==> src/rtl/tis_pkg.sv <==
package tis_pkg;
    localparam int N_SLOT = 16;
    localparam int N_PRED = 8;
    localparam int N_IQ   = 4;
    localparam int N_OQ   = 4;
    localparam int N_CHK  = 2;
    localparam int TAG_W  = 2;
    localparam int IDX_W  = $clog2(N_SLOT);
    localparam int IQ_W   = $clog2(N_IQ);
    localparam int OQ_W   = $clog2(N_OQ);
    localparam int QSEL_W = IQ_W + 1;

    typedef struct packed {
        logic                          valid;
        logic [N_PRED-1:0]             must_one;
        logic [N_PRED-1:0]             must_zero;
        logic [N_CHK-1:0][QSEL_W-1:0]  chk_q;
        logic [N_CHK-1:0][TAG_W-1:0]   chk_tag;
        logic [N_CHK-1:0]              chk_inv;
        logic                          dst_oq;
        logic [OQ_W-1:0]               dst_q;
    } guard_t;

    localparam int GUARD_W = $bits(guard_t);

    function automatic logic pred_match(guard_t g, logic [N_PRED-1:0] p);
        return (&(~g.must_one | p)) && (&(~g.must_zero | ~p));
    endfunction
endpackage

==> src/rtl/tis_guard_store.sv <==
module tis_guard_store
    import tis_pkg::*;
(
    input  logic                   clk,
    input  logic                   rst,
    input  logic                   cfg_we,
    input  logic [IDX_W-1:0]       cfg_idx,
    input  guard_t                 cfg_data,
    output guard_t [N_SLOT-1:0]    slots,
    output logic   [N_SLOT-1:0]    busy
);
    for (genvar s = 0; s < N_SLOT; s++) begin : g_slot
        logic hit;
        assign hit     = cfg_we && (cfg_idx == IDX_W'(s));
        assign busy[s] = hit;
        always_ff @(posedge clk) begin
            if (rst)      slots[s] <= '0;
            else if (hit) slots[s] <= cfg_data;
        end
    end
endmodule

==> src/rtl/tis_guard_eval.sv <==
module tis_guard_eval
    import tis_pkg::*;
(
    input  guard_t                        g,
    input  logic                          blocked,
    input  logic [N_PRED-1:0]             pred,
    input  logic [N_IQ-1:0]               iq_nempty,
    input  logic [N_IQ-1:0][TAG_W-1:0]    iq_tag,
    input  logic [N_OQ-1:0]               oq_space,
    output logic                          elig
);
    logic [N_CHK-1:0] chk_ok;

    for (genvar k = 0; k < N_CHK; k++) begin : g_chk
        logic            off;
        logic [IQ_W-1:0] q;
        logic            same;
        assign off  = g.chk_q[k][QSEL_W-1];
        assign q    = g.chk_q[k][IQ_W-1:0];
        assign same = (iq_tag[q] == g.chk_tag[k]);
        assign chk_ok[k] = off || (iq_nempty[q] && (same ^ g.chk_inv[k]));
    end

    logic dst_ok;
    assign dst_ok = !g.dst_oq || oq_space[g.dst_q];

    assign elig = g.valid && !blocked && pred_match(g, pred) && (&chk_ok) && dst_ok;
endmodule

==> src/rtl/tis_prio_pick.sv <==
module tis_prio_pick
    import tis_pkg::*;
(
    input  logic [N_SLOT-1:0] req,
    output logic              vld,
    output logic [IDX_W-1:0]  idx
);
    always_comb begin
        vld = 1'b0;
        idx = '0;
        for (int i = N_SLOT - 1; i >= 0; i--) begin
            if (req[i]) begin
                vld = 1'b1;
                idx = IDX_W'(i);
            end
        end
    end
endmodule

==> src/rtl/tis_sched.sv <==
module tis_sched
    import tis_pkg::*;
(
    input  logic                      clk,
    input  logic                      rst,
    input  logic                      cfg_we,
    input  logic [IDX_W-1:0]          cfg_idx,
    input  logic [GUARD_W-1:0]        cfg_data,
    input  logic [N_PRED-1:0]         pred,
    input  logic [N_IQ-1:0]           iq_nempty,
    input  logic [N_IQ*TAG_W-1:0]     iq_tag,
    input  logic [N_OQ-1:0]           oq_space,
    output logic                      issue_vld,
    output logic [IDX_W-1:0]          issue_idx
);
    guard_t [N_SLOT-1:0]             slots;
    logic   [N_SLOT-1:0]             busy;
    logic   [N_SLOT-1:0]             elig;
    logic   [N_IQ-1:0][TAG_W-1:0]    tags;

    assign tags = iq_tag;

    tis_guard_store u_store (
        .clk      (clk),
        .rst      (rst),
        .cfg_we   (cfg_we),
        .cfg_idx  (cfg_idx),
        .cfg_data (guard_t'(cfg_data)),
        .slots    (slots),
        .busy     (busy)
    );

    for (genvar s = 0; s < N_SLOT; s++) begin : g_eval
        tis_guard_eval u_eval (
            .g         (slots[s]),
            .blocked   (busy[s]),
            .pred      (pred),
            .iq_nempty (iq_nempty),
            .iq_tag    (tags),
            .oq_space  (oq_space),
            .elig      (elig[s])
        );
    end

    tis_prio_pick u_pick (
        .req (elig),
        .vld (issue_vld),
        .idx (issue_idx)
    );
endmodule

==> config.mk <==
export PLATFORM = sky130hd
export DESIGN_NAME = tis_sched
export DESIGN_NICKNAME = d
export VERILOG_FILES = /design/src/rtl/tis_pkg.sv /design/src/rtl/tis_guard_store.sv /design/src/rtl/tis_guard_eval.sv /design/src/rtl/tis_prio_pick.sv /design/src/rtl/tis_sched.sv
export SDC_FILE = /design/constraint.sdc
export NUM_CORES = 1
export LEC_CHECK = 0
export ABC_CLOCK_PERIOD_IN_PS = 3800
export BUFFER_PORTS_ARGS = -buffer_cell sky130_fd_sc_hd__buf_2
export CAP_MARGIN = 20
export CORE_MARGIN = 10
export CORE_UTILIZATION = 45
export CTS_CLUSTER_SIZE = 24
export DETAILED_ROUTE_END_ITERATION = 6
export PLACE_DENSITY = 0.6
export SETUP_SLACK_MARGIN = 0.3
export SYNTH_ARGS = -nofsm -noshare
export SYNTH_HDL_FRONTEND = slang
export SYNTH_SLANG_ARGS = --single-unit
export TNS_END_PERCENT = 5
==> constraint.sdc <==
create_clock -name clk -period 3.8 [get_ports clk]
set_input_delay 0.76 -clock clk [delete_from_list [all_inputs] [get_ports clk]]
set_output_delay 0.76 -clock clk [all_outputs]
set_load 0.02 [all_outputs]
### After elaboration in Yosys (flattened, before gate mapping)

Cells that the tools add are included.

* memories kept: 0
* flip-flop bits (word level): 512
* memory bits (read-only): 0
* RAM bits: 0
* latch bits: 0

* shifts and indexed selects: 0
* eq/ne operators: 47
* multiplexer cells: 192
* reduce and logical (&&, ||, !) cells: 257
* $lt $le $gt $ge: 48
* $mul: 0
* add/sub/neg operators: 0
* bitwise logic cells: 97
* div/mod/pow operators: 0

Operators with widths (number)
* $not 8->8: 33
* $or 8x8->8: 32
* $reduce_and 8->1: 32
* $lt 2x3->1 const B: 48
* $bmux 2 s2: 32
* $logic_and 1x1->1: 128
* $bmux 1 s2: 48
* $eq 2x2->1: 32
* $mux 1: 64
* $mux 2: 32
* $mux 4: 16
* $logic_or 1x1->1: 48
* $eq 4x4->1 const B: 8
* $logic_not 1->1: 32
* $reduce_and 2->1: 16
* $xor 1x1->1: 32
* $eq 4x3->1 const B: 4
* $eq 4x2->1 const B: 2
* $eq 4x1->1 const B: 1
* $logic_not 4->1: 1

### Longest topological paths before layout

Gate-level depths: netlist (run 1).

* word-level depth: 25
* mapped depth: 13

### Modules after synthesis

Synthesis (run 1) repeated with hierarchy kept, for this count alone.

* cells, all modules: 2887
* area, all modules: 27407.5 sq um

By module, submodules not included
* tis_guard_store: instances 1, area each 19921.6 sq um, cells each 2022
* tis_guard_eval: instances 16, area each 456.7 sq um, cells each 52
* tis_prio_pick: instances 1, area each 178.9 sq um, cells each 33

### Worst setup path after synthesis (run 1)

OpenSTA, ideal clock, no wires.

* kind: input -> output
* from: input port pred[3]
* to: output port issue_idx[1]
* arrival time: 3.212 ns
* cell stages on the path: 12
* path slack: -0.172 ns
* required time: 3.040 ns
* cells stage by stage: clkbuf_1 > buf_2 > mux2i_1 > nand4_1 > nor4b_1 > nand2_1 > a311oi_1 > a32oi_1 > nor3_2 > o21ai_1 > a211o_1 > a21boi_1

* cells in the longest elaborated chain, start to end: 23
* elaborated cells on any way between the ends: 145
* those cells by class: mux (16); bitwise (33); reduce/logical (96)

RTL lines
* start: declaration: line tis_sched.sv:9 `input logic [N_PRED-1:0] pred,`
* $not 8->8: line tis_pkg.sv:27 `return (&(~g.must_one | p)) && (&(~g.must_zero | ~p));`
* $or 8x8->8: line tis_pkg.sv:27
* $reduce_and 8->1: line tis_pkg.sv:27
* $logic_and 1x1->1: line tis_pkg.sv:27
* $logic_and 1x1->1 (3 in series): line tis_guard_eval.sv:27 `assign elig = g.valid && !blocked && pred_match(g, pred) && (&chk_ok) && dst_ok;`
* $mux 4 (15 in series): line tis_prio_pick.sv:12 `if (req[i]) begin`
* $mux 4 (*): line tis_prio_pick.sv:12
* end: declaration: line tis_sched.sv:14 `output logic [IDX_W-1:0] issue_idx`

Every way passes the cells marked *; elsewhere a longest branch is shown, timed or not.

### Worst setup path after layout (run 1)

* from: input port pred[7]
* to: output port issue_idx[0]

Same word-level chain as after synthesis.

==> results of run 1 <==
## how the worst max path moves through the flow
stage,from,endpoint,cells past startpoint
3_5_place_dp,pred[3],issue_idx[0],15
2_1_floorplan,iq_tag[7],issue_vld,10
6_report,pred[7],issue_idx[0],12
3_3_place_gp,pred[3],issue_idx[0],15
4_1_cts,u_store.slots[137],issue_vld,10
5_1_grt,pred[4],issue_idx[0],13
## kinds of logic after synthesis
logic type,count (synthesis),synth area share
mux,284,0.1497
buf+inv,305,0.04943
xor+xnor,111,0.03915
simple gates,1325,0.2227
flops,512,0.4128
compound gates,601,0.1262
## Yosys cell counts, types with 2 or more instances
master	number	share of area
a211o_1	4	0.0014
a211oi_1	3	0.00091
a21o_1	3	0.00091
a21oi_1	542	0.11
a311oi_1	5	0.0018
a31o_2	2	0.00071
a31oi_1	13	0.0033
and3_1	11	0.0028
and3b_1	3	0.0011
and4_1	4	0.0014
buf_2	39	0.0079
buf_4	7	0.0021
clkbuf_1	249	0.038
dfxtp_1	512	0.41
inv_1	9	0.0014
mux2_2	17	0.0077
mux2i_1	198	0.080
mux4_2	68	0.062
nand2_1	1094	0.17
nand2b_1	8	0.0020
nand3_1	21	0.0042
nand3b_1	7	0.0021
nand4_1	29	0.0073
nor2_1	33	0.0050
nor2b_1	17	0.0043
nor3_1	30	0.0060
nor3_2	2	0.00081
nor3b_1	7	0.0021
nor4_1	13	0.0033
nor4b_1	5	0.0018
nor4bb_1	3	0.0012
o2111ai_1	2	0.00071
o211ai_1	3	0.00091
o21ai_0	10	0.0020
o21ai_1	5	0.0010
or2_1	2	0.00050
or3_1	10	0.0025
or3b_1	7	0.0025
or3b_2	3	0.0011
or4_1	10	0.0030
or4b_1	2	0.00081
xnor2_1	76	0.027
xor2_1	35	0.012
## worst register-to-register path: stages (launching register included)
cell     delay [ns]
dfxtp_1        0.31
nand2_1        0.19
buf_4          0.22
a21oi_1        0.11
## routing by layer
layer,vias to the layer above,routed length [um]
li1,10691,-
met1,10885,34080
met2,818,40520
met3,217,6556
met4,8,3221
met5,-,41
## stage by stage
| step | area (um^2) | TNS [ns] | util |
|---|---|---|---|
| after floorplan | 24890 | 0 | - |
| after global placement | 26790 | -3.493 | 0.4883 |
| after detailed placement | 26790 | -3.720 | 0.4883 |
| after CTS | 29080 | -1.655 | 0.5299 |
| after global routing | 29370 | -2.134 | 0.5351 |
| final | 29370 | -1.604 | 0.5351 |
## placed cells by master (no fill, tap or decap), types with 9 or more instances in the layout
| master | instances |
|---|---|
| buf_6 | 14 |
| clkinv_2 | 9 |
| dfxtp_1 | 495 |
| a21oi_1 | 534 |
| nand4_1 | 29 |
| mux2i_1 | 187 |
| and3_1 | 11 |
| or3_1 | 10 |
| nand3_1 | 20 |
| mux4_2 | 68 |
| mux2_2 | 17 |
| clkbuf_1 | 13 |
| xor2_1 | 34 |
| o21ai_0 | 9 |
| buf_2 | 47 |
| dfxtp_2 | 9 |
| nand2_1 | 1094 |
| nor3_1 | 22 |
| xnor2_1 | 74 |
| buf_4 | 241 |
| a31oi_1 | 11 |
| nor2b_1 | 16 |
| clkbuf_8 | 14 |
| nor2_2 | 12 |
| buf_12 | 15 |
| clkbuf_16 | 55 |
| nor2_1 | 21 |
## what timing repair did
action / 4_1_cts / 5_1_grt
setup endpoints to repair: 5 / 5
pin swaps: 19 / 15
setup buffers: 14 / 6
gates resized for setup: 101 / 50
hold buffers: 0 / 0
## report_power, final
part,internal [mW],switching (mW)
clock network,3.06,2.25
logic,0.456,0.736
registers,5.43,0.0518
## final cells by class
type | count | area share
clock inverters | 16 | 0.005454
flip-flops and latches | 512 | 0.3504
repair buffers | 318 | 0.08573
multi-input cells | 2321 | 0.4721
well taps | 704 | 0.03000
clock buffers | 82 | 0.05509
inverters | 9 | 0.001150
==> impl_metrics.json, run 1 <==
{
  "power_mw": 11.99,
  "final-setup-viol-count": 5,
  "cts_sinks": 512,
  "cts_max_level": 2,
  "grt.overflow.total": 0,
  "finClkSkew_ns": 0,
  "ys.flop_type": "dfxtp_1",
  "clk_pin_slew_ns": 0.06,
  "postSynthCellCount": 3138,
  "largest_reg_flops": 512,
  "crit_fanout": 4,
  "cts_buffers": 55,
  "worstPathArrival_ns": 3.43,
  "hold_class": "flip-flop to flip-flop",
  "vias": 22619,
  "nNetsFinal": 3280,
  "dpl.hpwl_um": 55380,
  "port_buffers": 67,
  "drc": 0,
  "postRouteAntennaNets": 0,
  "critPathCaptureType": "output port",
  "ys_types": 58,
  "maxSlewViolCount": 0,
  "syn_avg_cell_area_um2": 7.913,
  "cpMaxStageDelayCell": "or4b_4",
  "grt_pass1_wl_um": 128400,
  "grt_usage": 0.2555,
  "r2r_cells": 3,
  "post-route-min-period_ns": 4.187,
  "top_regs": "u_store.slots x512",
  "holdCritStartpoint": "u_store.slots[432]",
  "gr-usage-met2": 0.4351,
  "antenna_found_initial": 7,
  "crit_family": "simple AND/OR/NAND/NOR gates",
  "drt-total-wl_um": 84420,
  "ir_drop_v": 0.0003395,
  "cts_root_buf": "clkbuf_16",
  "num-fill-cells": 5147,
  "dp.cells": 3844,
  "ys_seq_elements": 512,
  "cp.required_ns": 3.04,
  "holdPathEnd": "u_store.slots[432]",
  "crit_type": "primary input to output port",
  "drive_gt1_frac": 0.1829,
  "syn-num-nets": 3201,
  "drtPass1Iterations": 7,
  "slowest_delay_ns": 0.46,
  "r2r_setup_slack_ns": 2.92,
  "area_growth_pct": 18.27,
  "whs_ns": 0.4522,
  "period_share": 1.102,
  "clk_latency_ns": 0.62,
  "r2r_end": "u_store.slots[159]",
  "fmaxAchievable_mhz": 238.8,
  "timing.rr.start": "u_store.slots[159]",
  "p_leak_nw": 10.33,
  "worstPathCellList": "buf_6, buf_12, mux2_4, or3b_4, nor4_4, buf_4, or4b_4, a311oi_2, buf_4, o211ai_1, o21ai_2, buf_6",
  "multi_input_area_um2": 13860,
  "grt_pass1_vias": 21786,
  "top_usage_layer": "met2",
  "cts_tree": "yes",
  "violations": "setup timing",
  "relSlewSlack": 0.4709,
  "vias_per_cell": 5.709,
  "maxCapViolCount": 0,
  "regMostFlops": "u_store.slots",
  "fin_ws_ns": -0.3871,
  "crit_path_start_kind": "primary input",
  "status": "finished with violations",
  "rsz0062_at_grt": "true",
  "async_reset_ff_frac": 0,
  "dp_slack_ns": -1.065,
  "met3_usage": 0.03909,
  "max_slew.worst_pin.slew_ns": 0.7936,
  "use_met1": 0.3198,
  "row_count": 86,
  "power.density_nw_per_um2": 408.4,
  "hold_depth": 2,
  "hold_viol": 0,
  "cts.path.max_buffers": 3,
  "die-area_um2": 64970,
  "instances_no_fill": 3962,
  "synth_edf_count": 0,
  "first_iter_violations": 1840,
  "grt_max_degree": 116,
  "pin_count": 68,
  "cp_num_buf_inv": 5,
  "antenna_cells": 0,
  "ff_latch_area_um2": 10290,
  "coreArea_um2": 54880,
  "synth_warnings": 0,
  "wl_per_cell_um": 21.31,
  "yosysSeqAreaShare": 0.4128,
  "start_util": 0.4525,
  "fp.dieH_um": 254.9,
  "synth_area_um2": 24830,
  "gp_congestion": 0.8726,
  "die_x_um": 254.9
}
No activity file was read; power rests on OpenSTA's default activity.
==> run 2: changes to the inputs <==
ABC_AREA = 1   (was default)
CAP_MARGIN = default   (was 20)
==> impl_metrics.json, run 2 <==
{
  "maxSlewViolCount": 0,
  "power_mw": 12.56,
  "coreArea_um2": 53600,
  "clk_pin_slew_ns": 0.06,
  "pin_count": 68,
  "vias": 24505,
  "regMostFlops": "u_store.slots",
  "grt_pass1_wl_um": 133000,
  "synth_warnings": 0,
  "row_count": 85,
  "postRouteAntennaNets": 0,
  "num-fill-cells": 5134,
  "drt-total-wl_um": 86700,
  "final-setup-viol-count": 5,
  "synthTopCellsByArea": "dfxtp_1 (42%), nand2_1 (16%), a21oi_1 (9.2%)",
  "power.density_nw_per_um2": 438.3,
  "async_reset_ff_frac": 0,
  "hold_class": "flip-flop to flip-flop",
  "ir_drop_v": 0.0004979,
  "drtPass1Iterations": 6,
  "grt_max_degree": 108,
  "ys_types": 46,
  "ys_seq_elements": 512,
  "nNetsFinal": 3634,
  "crit_type": "primary input to output port",
  "wl_per_cell_um": 20.10,
  "r2r_setup_slack_ns": 2.87,
  "layout_commonest_cell": "nand2_1",
  "worstPathArrival_ns": 3.20,
  "synth_area_um2": 24290,
  "yosysTopAreaCellShare": 0.4219,
  "drc": 0,
  "fin_ws_ns": -0.1632,
  "maxCapViolCount": 0,
  "cts_buffers": 56,
  "grt.overflow.total": 0,
  "post-route-min-period_ns": 3.963,
  "grt_usage": 0.2635,
  "place_area_um2": 26140,
  "die-area_um2": 63680,
  "postSynthCellCount": 3525,
  "area_growth_pct": 17.96,
  "max_slew.worst_pin.slew_ns": 0.8081,
  "grt_pass1_vias": 22823,
  "yosys-top-cells-count": "nand2_1 (1050), dfxtp_1 (512), a21oi_1 (448), nor2_1 (327), o21ai_0 (227)",
  "antenna_cells": 0,
  "yosysSeqAreaShare": 0.4219,
  "clk_latency_ns": 0.64,
  "synth_edf_count": 0,
  "cp.required_ns": 3.04,
  "start_util": 0.4532,
  "hold_viol": 0,
  "status": "finished with violations",
  "vias_per_cell": 5.680,
  "crit_fanout": 5,
  "finClkSkew_ns": 0,
  "fp.dieH_um": 252.4,
  "dpl.hpwl_um": 55640,
  "final_area_um2": 28660,
  "antenna_found_initial": 0,
  "p_leak_nw": 10.31,
  "violations": "setup timing",
  "ys.flop_type": "dfxtp_1",
  "port_buffers": 67,
  "crit_path_start_kind": "primary input",
  "cts_hold_buf": 0,
  "cts_sinks": 512,
  "cts_max_level": 2,
  "critPathCaptureType": "output port",
  "die_x_um": 252.4,
  "cts.path.max_buffers": 3,
  "syn-num-nets": 3588,
  "syn_avg_cell_area_um2": 6.892,
  "gp_congestion": 0.8779,
  "rsz0062_at_grt": "true",
  "first_iter_violations": 2346,
  "yosysTopAreaCell": "dfxtp_1",
  "relSlewSlack": 0.4613,
  "yosysMostFrequentCell": "nand2_1",
  "largest_reg_flops": 512,
  "top_regs": "u_store.slots x512",
  "cts_root_buf": "clkbuf_16",
  "fmaxAchievable_mhz": 252.3,
  "cts_tree": "yes",
  "period_share": 1.043,
  "final_cell_mix": "nand2_1 (1033), dfxtp_1 (493), a21oi_1 (447)",
  "drive_gt1_frac": 0.1368
}
==> run 2: cell types whose count changed after synthesis, moves of 37 or more <==
cell and delta:
mux4_2 -68, clkbuf_1 -37, a21oi_1 -94, o22ai_1 +43, nor2_1 +294, xnor2_1 -41
o21ai_0 +217, a211oi_1 +146, nand3_1 +80, nand2_1 -44, mux2i_1 -198, inv_1 +156
==> run 2: cell families (layout without fill, tap and decap cells) <==
kind of cell,count (synthesis),after routing,share of synthesized area
AOI/OAI and AO/OA,975,975,0.2345
and+or+nand+nor,1517,1517,0.2441
xor gates and xnor gates,56,56,0.02081
DFF,512,512,0.4219
buffers and inverters,465,558,0.07869
==> run 2: power by group <==
group	internal, mW	total [mW]	switching, mW
Clock	3.46	5.84	2.38
Sequential	5.45	5.51	0.0592
Combinational	0.387	1.22	0.829
==> run 2: area by class of cell <==
class / count / area (um^2) / share of cell area
multi-input combinational: 2548 / 12540 / 0.4377
sequential: 512 / 10290 / 0.3589
timing repair buffer: 266 / 2272 / 0.07929
clock buffer: 83 / 1633 / 0.05698
tap: 696 / 870.8 / 0.03039
inverter: 187 / 716.9 / 0.02502
clock inverter: 22 / 336.6 / 0.01174
==> run 2: worst max-delay path, stage by stage <==
cell,delay [ns]
buf_4,0.13
inv_2,0.07
buf_4,0.16
nand2_1,0.05
o21ai_0,0.08
nor4_1,0.31
nand4_1,0.30
nor2_2,0.19
nand3_2,0.16
buf_6,0.16
a31oi_2,0.15
nor2_1,0.07
o211ai_1,0.19
a21oi_1,0.11
buf_4,0.15
buf_6,0.12
==> run 2: worst paths after layout <==
check | to | startpoint | cells past startpoint
min | u_store.slots[177] | u_store.slots[177] | 2
max reg2reg | u_store.slots[396] | u_store.slots[396] | 2
max | issue_idx[1] | pred[4] | 16
min reg2reg | u_store.slots[177] | u_store.slots[177] | 2
==> run 2: routing by layer <==
layer,GRT usage,share of wire
met5,0,0
met4,0.1039,0.038
met3,0.03413,0.068
met2,0.4421,0.47
met1,0.3381,0.42
==> run 2: timing repair <==
action                                 4_1_cts  5_1_grt
setup endpoints to repair                    5        5
setup buffers                                4        2
cloned                                       0        0
endpoints found under the hold margin        0        0
resized for setup                           73       73
pin swaps                                   15       31
==> run 2: per-stage QoR <==
stage | TNS (ns) | setup WS, ns | utilization | std cells | hold WS (ns)
after floorplan | 0 | 0.4805 | - | 3525 | 0.4336
after global placement | -2.089 | -0.5193 | 0.4876 | 4203 | 0.4462
after detailed placement | -2.885 | -0.6575 | 0.4876 | 4203 | 0.4476
after CTS | -0.3852 | -0.1114 | 0.5295 | 4312 | 0.4605
after global routing | -1.184 | -0.3281 | 0.5346 | 4314 | 0.4762
final | -0.5501 | -0.1632 | 0.5346 | 4314 | 0.4610
